### src/rtl/sertx_pkg.sv
package sertx_pkg;

  localparam int FRAME_W = 12;
  localparam int LEN_W   = 4;

  // configuration bit positions
  localparam int CFG_SYNC  = 7;
  localparam int CFG_CHR7  = 6;
  localparam int CFG_PEN   = 5;
  localparam int CFG_ODD   = 4;
  localparam int CFG_STOP2 = 3;

  typedef struct packed {
    logic [FRAME_W-1:0] bits;
    logic [LEN_W-1:0]   len;
  } frame_t;

  function automatic logic calc_parity(input logic [7:0] d, input logic chr7,
                                       input logic odd);
    logic p;
    p = odd;
    for (int i = 0; i < 8; i++) begin
      if (!(chr7 && i == 7)) p = p ^ d[i];
    end
    return p;
  endfunction

  function automatic frame_t build_frame(input logic [7:0] cfg, input logic [7:0] d);
    frame_t f;
    int     n;
    f.bits = '1;
    n = 0;
    if (cfg[CFG_SYNC]) begin
      f.bits[7:0] = d;
      n = 8;
    end else begin
      f.bits[0] = 1'b0;
      n = 1;
      for (int i = 0; i < 8; i++) begin
        if (!(cfg[CFG_CHR7] && i == 7)) begin
          f.bits[n] = d[i];
          n = n + 1;
        end
      end
      if (cfg[CFG_PEN]) begin
        f.bits[n] = calc_parity(d, cfg[CFG_CHR7], cfg[CFG_ODD]);
        n = n + 1;
      end
      n = n + (cfg[CFG_STOP2] ? 2 : 1);
    end
    f.len = LEN_W'(n);
    return f;
  endfunction

  // clocks per divided tick
  function automatic int unsigned tick_clocks(input logic [1:0] sel, input int step_log);
    return 32'd1 << (step_log * int'(sel));
  endfunction

  // clocks per serial bit
  function automatic int unsigned bit_clocks(input logic [7:0] cfg, input int ovs,
                                             input int step_log);
    int unsigned t;
    t = tick_clocks(cfg[1:0], step_log);
    return cfg[CFG_SYNC] ? 2 * t : ovs * t;
  endfunction

endpackage

### src/rtl/sertx_cfgreg.sv
module sertx_cfgreg #(
  parameter int W = 8
) (
  input  logic         clk,
  input  logic         rst_n,
  input  logic         we,
  input  logic [W-1:0] wdata,
  output logic [W-1:0] cfg
);
  always_ff @(posedge clk) begin
    if (!rst_n)  cfg <= '0;
    else if (we) cfg <= wdata;
  end
endmodule

### src/rtl/sertx_framer.sv
module sertx_framer
  import sertx_pkg::*;
#(
  parameter int OVS      = 16,
  parameter int STEP_LOG = 2,
  parameter int CNT_W    = 11
) (
  input  logic [7:0]       cfg,
  input  logic [7:0]       data,
  output frame_t           frame,
  output logic [CNT_W-1:0] per,
  output logic [CNT_W-1:0] half
);
  always_comb begin
    frame = build_frame(cfg, data);
    per   = CNT_W'(bit_clocks(cfg, OVS, STEP_LOG));
    half  = CNT_W'(tick_clocks(cfg[1:0], STEP_LOG));
  end
endmodule

### src/rtl/sertx_bittimer.sv
module sertx_bittimer #(
  parameter int CNT_W = 11
) (
  input  logic             clk,
  input  logic             rst_n,
  input  logic             load,
  input  logic             run,
  input  logic [CNT_W-1:0] per_in,
  input  logic [CNT_W-1:0] half_in,
  output logic             bit_end,
  output logic             low_half
);
  logic [CNT_W-1:0] cnt, per_q, half_q;

  assign bit_end  = run && (cnt == '0);
  assign low_half = run && (cnt >= half_q);

  always_ff @(posedge clk) begin
    if (!rst_n) begin
      cnt    <= '0;
      per_q  <= '0;
      half_q <= '0;
    end else if (load) begin
      cnt    <= per_in - 1'b1;
      per_q  <= per_in;
      half_q <= half_in;
    end else if (run) begin
      cnt <= (cnt == '0) ? per_q - 1'b1 : cnt - 1'b1;
    end
  end
endmodule

### src/rtl/sertx_fmt.sv
module sertx_fmt
  import sertx_pkg::*;
#(
  parameter int OVS      = 16,
  parameter int STEP_LOG = 2
) (
  input  logic       clk,
  input  logic       rst_n,
  input  logic       reg_we,
  input  logic [7:0] reg_wdata,
  output logic [7:0] reg_rdata,
  input  logic       tx_valid,
  input  logic [7:0] tx_data,
  output logic       tx_ready,
  output logic       ser_out,
  output logic       sclk_out,
  output logic       busy
);
  localparam int MAX_PER = OVS << (STEP_LOG * 3);
  localparam int CNT_W   = $clog2(MAX_PER) + 1;

  logic [7:0]         cfg;
  frame_t             frm;
  logic [CNT_W-1:0]   per, half;
  logic               accept, bit_end, low_half, cur_sync;
  logic [FRAME_W-1:0] shreg;
  logic [LEN_W-1:0]   left;

  sertx_cfgreg #(.W(8)) u_cfg (
    .clk(clk), .rst_n(rst_n), .we(reg_we), .wdata(reg_wdata), .cfg(cfg)
  );

  sertx_framer #(.OVS(OVS), .STEP_LOG(STEP_LOG), .CNT_W(CNT_W)) u_frm (
    .cfg(cfg), .data(tx_data), .frame(frm), .per(per), .half(half)
  );

  sertx_bittimer #(.CNT_W(CNT_W)) u_tmr (
    .clk(clk), .rst_n(rst_n), .load(accept), .run(busy),
    .per_in(per), .half_in(half), .bit_end(bit_end), .low_half(low_half)
  );

  assign accept    = tx_valid && !busy;
  assign tx_ready  = !busy;
  assign reg_rdata = cfg;
  assign ser_out   = busy ? shreg[0] : 1'b1;
  assign sclk_out  = !(busy && cur_sync && low_half);

  always_ff @(posedge clk) begin
    if (!rst_n) begin
      busy     <= 1'b0;
      shreg    <= '1;
      left     <= '0;
      cur_sync <= 1'b0;
    end else if (accept) begin
      busy     <= 1'b1;
      shreg    <= frm.bits;
      left     <= frm.len;
      cur_sync <= cfg[CFG_SYNC];
    end else if (bit_end) begin
      if (left == LEN_W'(1)) busy <= 1'b0;
      shreg <= {1'b1, shreg[FRAME_W-1:1]};
      left  <= left - 1'b1;
    end
  end
endmodule

### config.mk
export PLATFORM = sky130hd
export DESIGN_NAME = sertx_fmt
export DESIGN_NICKNAME = d
export VERILOG_FILES = /design/src/rtl/sertx_pkg.sv /design/src/rtl/sertx_cfgreg.sv /design/src/rtl/sertx_framer.sv /design/src/rtl/sertx_bittimer.sv /design/src/rtl/sertx_fmt.sv
export SDC_FILE = /design/constraint.sdc
export NUM_CORES = 1
export LEC_CHECK = 0
export ABC_AREA = 0
export CAP_MARGIN = 20
export CORE_MARGIN = 2
export CORE_UTILIZATION = 35
export DETAILED_ROUTE_END_ITERATION = 10
export DONT_BUFFER_PORTS = 1
export GPL_ROUTABILITY_DRIVEN = 0
export SLEW_MARGIN = 20
export SYNTH_ARGS = -nofsm -noshare
export SYNTH_HDL_FRONTEND = slang
export SYNTH_SLANG_ARGS = --single-unit
### constraint.sdc
create_clock -name clk -period 2.5 [get_ports clk]
set_input_delay 0.375 -clock clk [delete_from_list [all_inputs] [get_ports clk]]
set_output_delay 0.375 -clock clk [all_outputs]
set_load 0.02 [all_outputs]
=== Yosys cells after proc, flatten, opt, wreduce, memory -nomap -nowiden ===
Index checks and enable logic that the tools add are counted.

* Flip-flop bits (word level): 59
* Bits in latches: 0
* RAM bits: 0
* Memory bits (read-only): 0
* Output and inout bits: 12
* Logic and storage cells: 146
* Memories: 0

* $add $sub $neg: 13
* Multipliers: 0
* Divide/modulo/power cells: 0
* Order comparisons: 17
* Eq/ne operators: 1
* Shifts and indexed selects: 1
* Mux-type cells: 78
* Bitwise operators: 8
* Reduce and logical (&&, ||, !) cells: 20

{| class="wikitable"
|+ Operators with widths
! kind !! number
|-
| 2-to-1 mux 32 bit || 9
|-
| greater-or-equal comparator 32 x 1 -> 1 bit, second input constant || 8
|-
| < comparator 32 x 6 -> 1 bit, second input constant || 8
|-
| adder 32 x 2 -> 32 bit, second input constant || 7
|-
| 2-to-1 mux 12 bit || 11
|-
| bitwise mux 12 bit || 8
|-
| 2-to-1 mux 11 bit || 4
|-
| subtractor 11 x 1 -> 11 bit, second input constant || 3
|-
| demux 1 bit (select 4 bit) || 8
|-
| 2-to-1 mux 1 bit || 30
|-
| 2-to-1 mux 4 bit || 6
|-
| logical AND 1 bit || 13
|-
| greater-or-equal comparator 11 bit || 1
|-
| zero test 11 bit || 1
|-
| left shift 1 x 3 -> 11 bit, first input constant || 1
|-
| 2-to-1 mux 8 bit || 1
|-
| XOR 1 bit || 8
|-
| nonzero test 2 bit || 3
|-
| adder 4 x 2 -> 4 bit, second input constant || 1
|-
| adder 4 bit || 1
|-
| == test 4 x 1 -> 1 bit, second input constant || 1
|-
| subtractor 4 x 1 -> 4 bit, second input constant || 1
|-
| zero test 1 bit || 2
|-
| 2-to-1 mux 2 bit || 1
|-
| AND reduction 2 bit || 1
|}

=== Logic depth before layout (Yosys ltp) ===
Gate-level depths: netlist (run 1).

* Word-level depth: 29
* Depth in mapped cells: 11
* Gate-level depth less buffers: 9

=== By module ===
A second synthesis (run 1) with hierarchy kept.

* Cells, all modules: 411
* Area total of the unflattened synthesis: 3699.8 um2

{| class="wikitable"
|+ Modules (own cells, without submodules)
! module !! instances !! cells an instance !! area each (um2)
|-
| sertx_bittimer || 1 || 225 || 2030.7
|-
| sertx_fmt || 1 || 102 || 919.6
|-
| sertx_framer || 1 || 59 || 447.9
|-
| sertx_cfgreg || 1 || 25 || 301.5
|}

=== Least setup slack after synthesis (run 1) ===
Ideal clock, no wire load.

* Kind: reg-to-output
* Start point: register u_tmr.cnt[0]
* End point: output sclk_out
* Data arrival time: 2.332 ns
* Required time: 2.125 ns
* Slack: -0.207 ns
* Cell stages (with the launch flop): 9
* Path through: dfxtp_1 > buf_6 > inv_1 > ha_1 > nor2b_1 > o31a_1 > o31a_1 > o31a_1 > o311ai_0

* Longest elaborated chain between the ends: 4

{| class="wikitable"
|+ Ends and longest elaborated chain
! what !! line !! source
|-
| start, declared || sertx_bittimer.sv:13 || <nowiki>logic [CNT_W-1:0] cnt, per_q, half_q;</nowiki>
|-
| start signal, assigned || sertx_bittimer.sv:24 || <nowiki>cnt <= per_in - 1'b1;</nowiki>
|-
| start signal, assigned || sertx_bittimer.sv:28 || <nowiki>cnt <= (cnt == '0) ? per_q - 1'b1 : cnt - 1'b1;</nowiki>
|-
| greater-or-equal comparator 11 bit || sertx_bittimer.sv:16 || <nowiki>assign low_half = run && (cnt >= half_q);</nowiki>
|-
| logical AND 1 bit || sertx_bittimer.sv:16 ||
|-
| logical AND 1 bit || sertx_fmt.sv:46 || <nowiki>assign sclk_out = !(busy && cur_sync && low_half);</nowiki>
|-
| zero test 1 bit || sertx_fmt.sv:46 ||
|-
| end, declared || sertx_fmt.sv:16 || <nowiki>output logic sclk_out,</nowiki>
|}

No other way between the ends.

=== Worst setup path after layout (run 1) ===
Same ends and word-level chain as after synthesis.

==> impl_metrics.csv, run 1 <==
group,metric,value,unit
outcome,status,"finished, final reports clean",
sta,fin_worst_skew,8.57,ps
placed_design,place_ws,80.8,ps
sta,finalSetupViolCount,0,
critical_path,crit_slowest_cell,"dfxtp_4",
sta,worstMarginPinSlew,647,ps
floorplanning,dieHeight,93.8,um
global_route,antenna_found_initial,0,
critical_path,timing.rr.end,"u_tmr.cnt[4]$_SDFFE_PN0P_",
sta,relSlewSlack,56.8,%
floorplanning,row_count,32,
logic_synthesis,netlist_area,2820,sq um
clocking,ctsRootBufferMaster,"clkbuf_8",
critical_path,cp_cell_sequence,"inv_2, ha_4, nor2b_4, o31a_1, o31a_1, o31a_1, o311ai_1, buf_4",
critical_path,critical_path_buf_inv_count,2,
critical_path,path_max_fanout,2,
floorplanning,die_area,8800,sq um
critical_path,arrival,2110,ps
clocking,clkTransAtPathRegs,90,ps
global_route,overflow,0,
critical_path,cpPeakStageDelay,350,ps
routing,viasPerCell,5.57,
clocking,insertion_delay,290,ps
cells_and_area,final_common_cell,"dfxtp_1",
routing,drt-met1-wl,3590,um
placed_design,io_buffers,0,
floorplanning,core,7770,sq um
routing,postRouteAntennaNets,0,
floorplanning,initial_core_util,36.4,%
clocking,htree_levels,2,
cells_and_area,postLayoutCoreUtil,40.9,%
critical_path,end_kind,"primary output",
power_and_ir_drop,peakVddDrop,284,uV
clocking,cts_tree,"done",
logic_synthesis,synth.distinct_cells,50,
clocking,cts_sinks,47,
placed_design,dp_hpwl,5260,um
worst_hold_path,hold_depth,1,
sta,report.final.slew_viol_count,0,
sta,rsz0062_at_grt,"true",
floorplanning,ioPinCount,32,
critical_path,rr_startpoint,"u_tmr.cnt[0]$_SDFFE_PN0P_",
critical_path,reg2regPathDepth,9,
routing,wl_met2,3370,um
routing,drt-total-wl,7470,um
sta,period_needed,2480,ps
worst_hold_path,hp-start,"rst_n",
routing,top_layer,"met4",
cells_and_area,area_growth,12.4,%
sta,min_period_over_period,99.3,%
global_route,grt_max_degree,30,
worst_hold_path,min_to,"shreg[4]$_SDFFE_PN1P_",
clocking,ctsLongestPathBuffers,2,
cells_and_area,nets,397,
logic_synthesis,netlist_instances,363,
logic_synthesis,syn-num-nets,393,
cells_and_area,final_cells,469,
logic_synthesis,yosys_warnings,0,
logic_synthesis,synth_seq_cells,47,
logic_synthesis,yosys_most_used_dff,"dfxtp_1",
clocking,cts_made_buffers,5,
routing,drcViolationCount,0,
critical_path,criticalPathCategory,"reg -> out",
global_route,grt_pass1_wl,12500,um
cells_and_area,antenna_cells,0,
logic_synthesis,synth_enable_flop_cells,0,
power_and_ir_drop,power_density,589,nW/um^2
sta,hold_viol,0,
floorplanning,die_w,93.8,um
cells_and_area,drive_gt1_share,12.3,%
critical_path,cp.required,2120,ps
flow_run,drv_cap,0,
placed_design,post-place-cells,461,
logic_synthesis,synth-seq-area-share,33.3,%
global_route,grt_pass1_vias,2505,
sta,fmax,403,MHz
cells_and_area,fillers,813,
critical_path,cp-start-kind,"flip-flop",
routing,drt-initial-drc-count,247,
global_route,gr-usage-all-layers,17.7,%
cells_and_area,final_cell_mix,"dfxtp_1 (45), nor2_1 (41), nand2_1 (34)",
critical_path,r2r_slack,100,ps
critical_path,cp_common_cell,"o31a_1",
sta,fin_ws,16.8,ps
routing,avgRoutedWirePerCell,15.9,um
logic_synthesis,avgSynthCellArea,7.78,sq um
routing,wl_met3,454,um
critical_path,critPathTopFamily,"compound AO/OA/AOI/OAI gates",
worst_hold_path,hold_path_class,"in -> reg",
routing,first_pass_iters,4,
routing,num_vias,2610,
power_and_ir_drop,leakagePower,1.23,nW
logic_synthesis,synth-async-reset-ratio,0,%
-- worst register-to-register path, delay by kind of cell, from the launching register on --
| family | cells | cell delay (ps) |
|---|---|---|
| DFF | 1 | 350 |
| adders and majority gates | 1 | 220 |
| AOI/OAI and AO/OA | 4 | 640 |
| and+or+nand+nor | 3 | 930 |
| buffers and inverters | 1 | 150 |
-- sequential cells by signal, summed over array words and instances, names as in the netlist --
| signal | count |
|---|---|
| u_cfg.cfg | 8 |
| busy | 1 |
| u_tmr.cnt | 11 |
| left | 4 |
| cur_sync | 1 |
| u_tmr.half_q | 4 |
| u_tmr.per_q | 8 |
| shreg | 10 |
-- Yosys cell counts, drive strengths merged (2+ instances only) --
library cell  instances  area (sq um)
dfxtp                47           941
nor2                 41           154
nand2                34           128
a21oi                23           115
clkbuf               22          82.6
o21ai                20           100
inv                  16          60.1
a211oi               14           105
mux2i                14           140
nor3                 13          65.1
xnor2                11          96.3
and3                 10          62.6
nor2b                10          62.6
ha                    9           113
buf                   7          46.3
nand4                 7          43.8
nor4                  7          58.8
a31oi                 6          37.5
nand2b                4          25.0
nand3                 4          20.0
or3                   4          25.0
or4                   4          37.5
a22oi                 3          22.5
nor3b                 3          22.5
o31a                  3          26.3
a311oi                2          17.5
o2111ai               2          17.5
o21a                  2          15.0
o22ai                 2          12.5
o31ai                 2          15.0
xor2                  2          17.5
-- what timing repair did --
| action | 4_1_cts | 5_1_grt |
|---|---|---|
| setup buffers | 1 | 0 |
| gates resized for setup | 3 | 7 |
| endpoints found under the setup margin | 1 | 3 |
| hold buffers | 0 | 0 |
| pin swaps | 0 | 1 |
-- where the power goes --
group,leakage (nW),internal [W],switching [W]
clock network,0.0513,0.000293,0.000246
registers,0.387,0.000799,0.0000597
logic,0.792,0.000207,0.000263
total,1.23,0.00130,0.000569
-- layer usage --
layer  vias up  track usage (%)
met5         -                0
met4         0             5.43
li1       1304                -
met1      1224             24.9
met3         4             2.57
met2        78             27.9
-- cell type report --
cell class / instances / area [sq um] / area share (%)
tap: 102 / 128 / 4.02
inverter: 16 / 60.1 / 1.89
multi-input combinational: 271 / 1740 / 54.9
clock inverter: 1 / 30.0 / 0.946
timing repair buffer: 26 / 195 / 6.15
sequential: 47 / 946 / 29.8
clock buffer: 6 / 72.6 / 2.29
-- metrics by stage --
step	cell area [sq um]	hold slack, ps	power, W	setup TNS, ps
after global routing	3170	135	0.00198	-83.9
after global placement	3020	447	0.00132	0
after floorplan	2830	436	0.00119	0
after CTS	3140	141	0.00187	-56.0
final	3170	152	0.00187	0
after detailed placement	3020	447	0.00132	0
-- worst max path at each step --
stage | from | to | slack (ps) | cells after the start
global placement | u_tmr.cnt[0]$_SDFFE_PN0P_ | sclk_out | 140 | 8
CTS | u_tmr.cnt[0]$_SDFFE_PN0P_ | sclk_out | -60 | 8
global route | u_tmr.cnt[0]$_SDFFE_PN0P_ | sclk_out | -80 | 8
detailed placement | u_tmr.cnt[0]$_SDFFE_PN0P_ | u_tmr.cnt[4]$_SDFFE_PN0P_ | 80 | 9
finish | u_tmr.cnt[0]$_SDFFE_PN0P_ | sclk_out | 20 | 8
floorplan | u_tmr.cnt[0]$_SDFFE_PN0P_ | u_tmr.cnt[4]$_SDFFE_PN0P_ | 7 | 11
-- kinds of logic after synthesis --
family | after synthesis | synth area share [%]
mux | 14 | 4.96
compound gates | 87 | 19.6
flops | 47 | 33.3
xor+xnor | 13 | 4.03
fa+ha+maj | 10 | 4.70
buf+inv | 45 | 6.69
simple gates | 147 | 26.7
Note: power is estimated with default switching activity, not from simulation.
==> inputs of run 2 (changes only) <==
- GPL_TIMING_DRIVEN: unset -> 0
==> run 2 against run 1 <==
  * The run now ends with setup timing left
  * Sequential share of layout area fell by 0.35 points
  * Clock-buffer cell count unchanged
  * Non-clock buffer count rose by 9
  * First-iteration DRC count grew 43%
  * Sequential power is 0.9% higher
  * Design area increased by 2.4%
  * Flip-flop and latch count is the same
  * Maximum frequency down 1.5%
  * Utilization is 0.98 points higher
  * Global-route usage is 1.6 points higher
  * Die area did not move
  * Critical path depth grew 4
==> impl_metrics.csv, run 2 (synthesis results as in run 1) <==
group,metric,value,unit
outcome,status,"complete, but fails checks",
outcome,violations,"setup timing",
critical_path,arrival,2700,ps
sta,relSlewSlack,50.0,%
power_and_ir_drop,power_switching,0.000639,W
global_route,grt_pass1_vias,2570,
placed_design,dp_hpwl,5760,um
routing,drcViolationCount,0,
cells_and_area,largest_reg_flops,11,
cells_and_area,postLayoutCoreUtil,41.8,%
sta,worstMarginPinSlew,751,ps
sta,fmax,397,MHz
flow_run,drv_cap,0,
routing,drt-total-wl,8170,um
critical_path,reg2regPathDepth,12,
clocking,cts_tree,"done",
cells_and_area,drive_gt1_share,13.3,%
placed_design,io_buffers,0,
cells_and_area,regMostFlops,"u_tmr.cnt",
critical_path,end_kind,"flip-flop",
sta,report.final.slew_viol_count,0,
global_route,gr-usage-all-layers,19.3,%
sta,period_needed,2520,ps
power_and_ir_drop,sw_frac_of_total,32.3,%
clocking,postCtsHoldBufs,0,
floorplanning,initial_core_util,36.4,%
sta,fin_setup_tns,-19.8,ps
critical_path,cp.required,2680,ps
floorplanning,die_w,93.8,um
routing,viasPerCell,5.63,
cells_and_area,fillers,819,
critical_path,criticalPathCategory,"reg -> reg",
cells_and_area,ff_latch_area,957,sq um
cells_and_area,final_common_cell,"nor2_1",
sta,finalSetupViolCount,1,
clocking,clkTransAtPathRegs,90,ps
power_and_ir_drop,p_int,0.00134,W
sta,hold_viol,0,
worst_hold_path,hold_depth,2,
routing,num_vias,2699,
clocking,cts_sinks,47,
global_route,grt_max_degree,16,
routing,avgRoutedWirePerCell,17.1,um
critical_path,path_max_fanout,9,
floorplanning,ioPinCount,32,
power_and_ir_drop,peakVddDrop,379,uV
cells_and_area,top_regs,"u_tmr.cnt: 11 flops, shreg: 10 flops",
placed_design,place_ws,-327,ps
power_and_ir_drop,p_comb_share,25.3,%
sta,rsz0062_at_grt,"true",
power_and_ir_drop,clock_power_share,30.9,%
sta,fin_worst_skew,3.65,ps
floorplanning,dieHeight,93.8,um
worst_hold_path,hold_path_class,"in -> reg",
cells_and_area,nets,406,
floorplanning,row_count,32,
global_route,overflow,0,
cells_and_area,antenna_cells,0,
critical_path,cp-start-kind,"flip-flop",
sta,fin_ws,-19.8,ps
floorplanning,die_area,8800,sq um
clocking,ctsRootBufferMaster,"clkbuf_8",
clocking,ctsLongestPathBuffers,2,
clocking,cts_made_buffers,5,
power_and_ir_drop,seq_power_share,43.8,%
cells_and_area,area_growth,15.1,%
global_route,grt_pass1_wl,13500,um
power_and_ir_drop,leakagePower,1.21,nW
power_and_ir_drop,finalPower,0.00198,W
cells_and_area,multi_input_area,1800,sq um
floorplanning,core,7770,sq um
routing,first_pass_iters,4,
critical_path,worstSetupStartpoint,"u_tmr.cnt[8]$_SDFFE_PN0P_",
routing,postRouteAntennaNets,0,
cells_and_area,final_cell_mix,"nor2_1 (41), dfxtp_1 (40), nand2_1 (33)",
clocking,insertion_delay,300,ps
worst_hold_path,hp-start,"reg_wdata[4]",
sta,min_period_over_period,101,%
clocking,htree_levels,2,
power_and_ir_drop,power_density,609,nW/um^2
sta,hold_slack,214,ps
critical_path,rr_startpoint,"u_tmr.cnt[8]$_SDFFE_PN0P_",
routing,drt-initial-drc-count,354,
global_route,antenna_found_initial,0,
run 2: worst paths after layout:
path	endpoint	slack (ps)
min reg2reg	u_tmr.half_q[6]$_SDFFE_PN0P_	470
min	u_cfg.cfg[4]$_SDFFE_PN0P_	210
max reg2reg	u_tmr.cnt[6]$_SDFFE_PN0P_	-20
max	u_tmr.cnt[6]$_SDFFE_PN0P_	-20
run 2: routing by layer:
layer	vias up	track usage, %	wire length [um]
met4	0	8.45	176
met1	1257	26.7	3630
met5	-	0	0
met3	15	3.13	506
li1	1329	-	-
met2	98	29.5	3860
run 2: final cells by class:
class	instances	share of cell area, %
plain buffers	27	3.93
clock inverters	2	1.19
well taps	102	3.93
flip-flops and latches	47	29.5
inverters	16	1.85
multi-input cells	271	55.3
repair buffers	8	1.85
clock buffers	6	2.54
run 2: repair_timing:
item | CTS | global route
pin swaps | 8 | 9
endpoints found under the setup margin | 13 | 18
gates resized for setup | 23 | 18
buffers inserted | 4 | 4
run 2: worst max-delay path, stage by stage, from the launching register on:
cell and delay, ps:
dfxtp_1 320, buf_6 130, or4_4 500, buf_6 140, nor3_4 230, a21oi_2 80
ha_2 190, nor3b_4 170, buf_4 140, nand4_1 70, a21oi_1 50, a311oi_1 250
a31oi_1 120
run 2: power groups by stage:
| stage | clock (W) | sequential (W) | combinational (W) |
|---|---|---|---|
| 2_1_floorplan | 0 | 0.000860 | 0.000334 |
| 3_3_place_gp | 0 | 0.000875 | 0.000420 |
| 3_5_place_dp | 0 | 0.000876 | 0.000427 |
| 4_1_cts | 0.000625 | 0.000864 | 0.000468 |
| 5_1_grt | 0.000647 | 0.000875 | 0.000553 |
| 6_report | 0.000611 | 0.000866 | 0.000500 |
run 2: per-stage QoR:
| stage | instances | cell area [sq um] |
|---|---|---|
| after global routing | 479 | 3250 |
| final | 479 | 3250 |
| after detailed placement | 465 | 2960 |
| after CTS | 475 | 3180 |
| after global placement | 465 | 2960 |
| after floorplan | 363 | 2830 |
==> inputs of run 3 (changes only) <==
- GPL_ROUTABILITY_DRIVEN: 0 -> unset
==> results of run 3 <==
Final layout, timing and power as in run 2 (identical DEF).
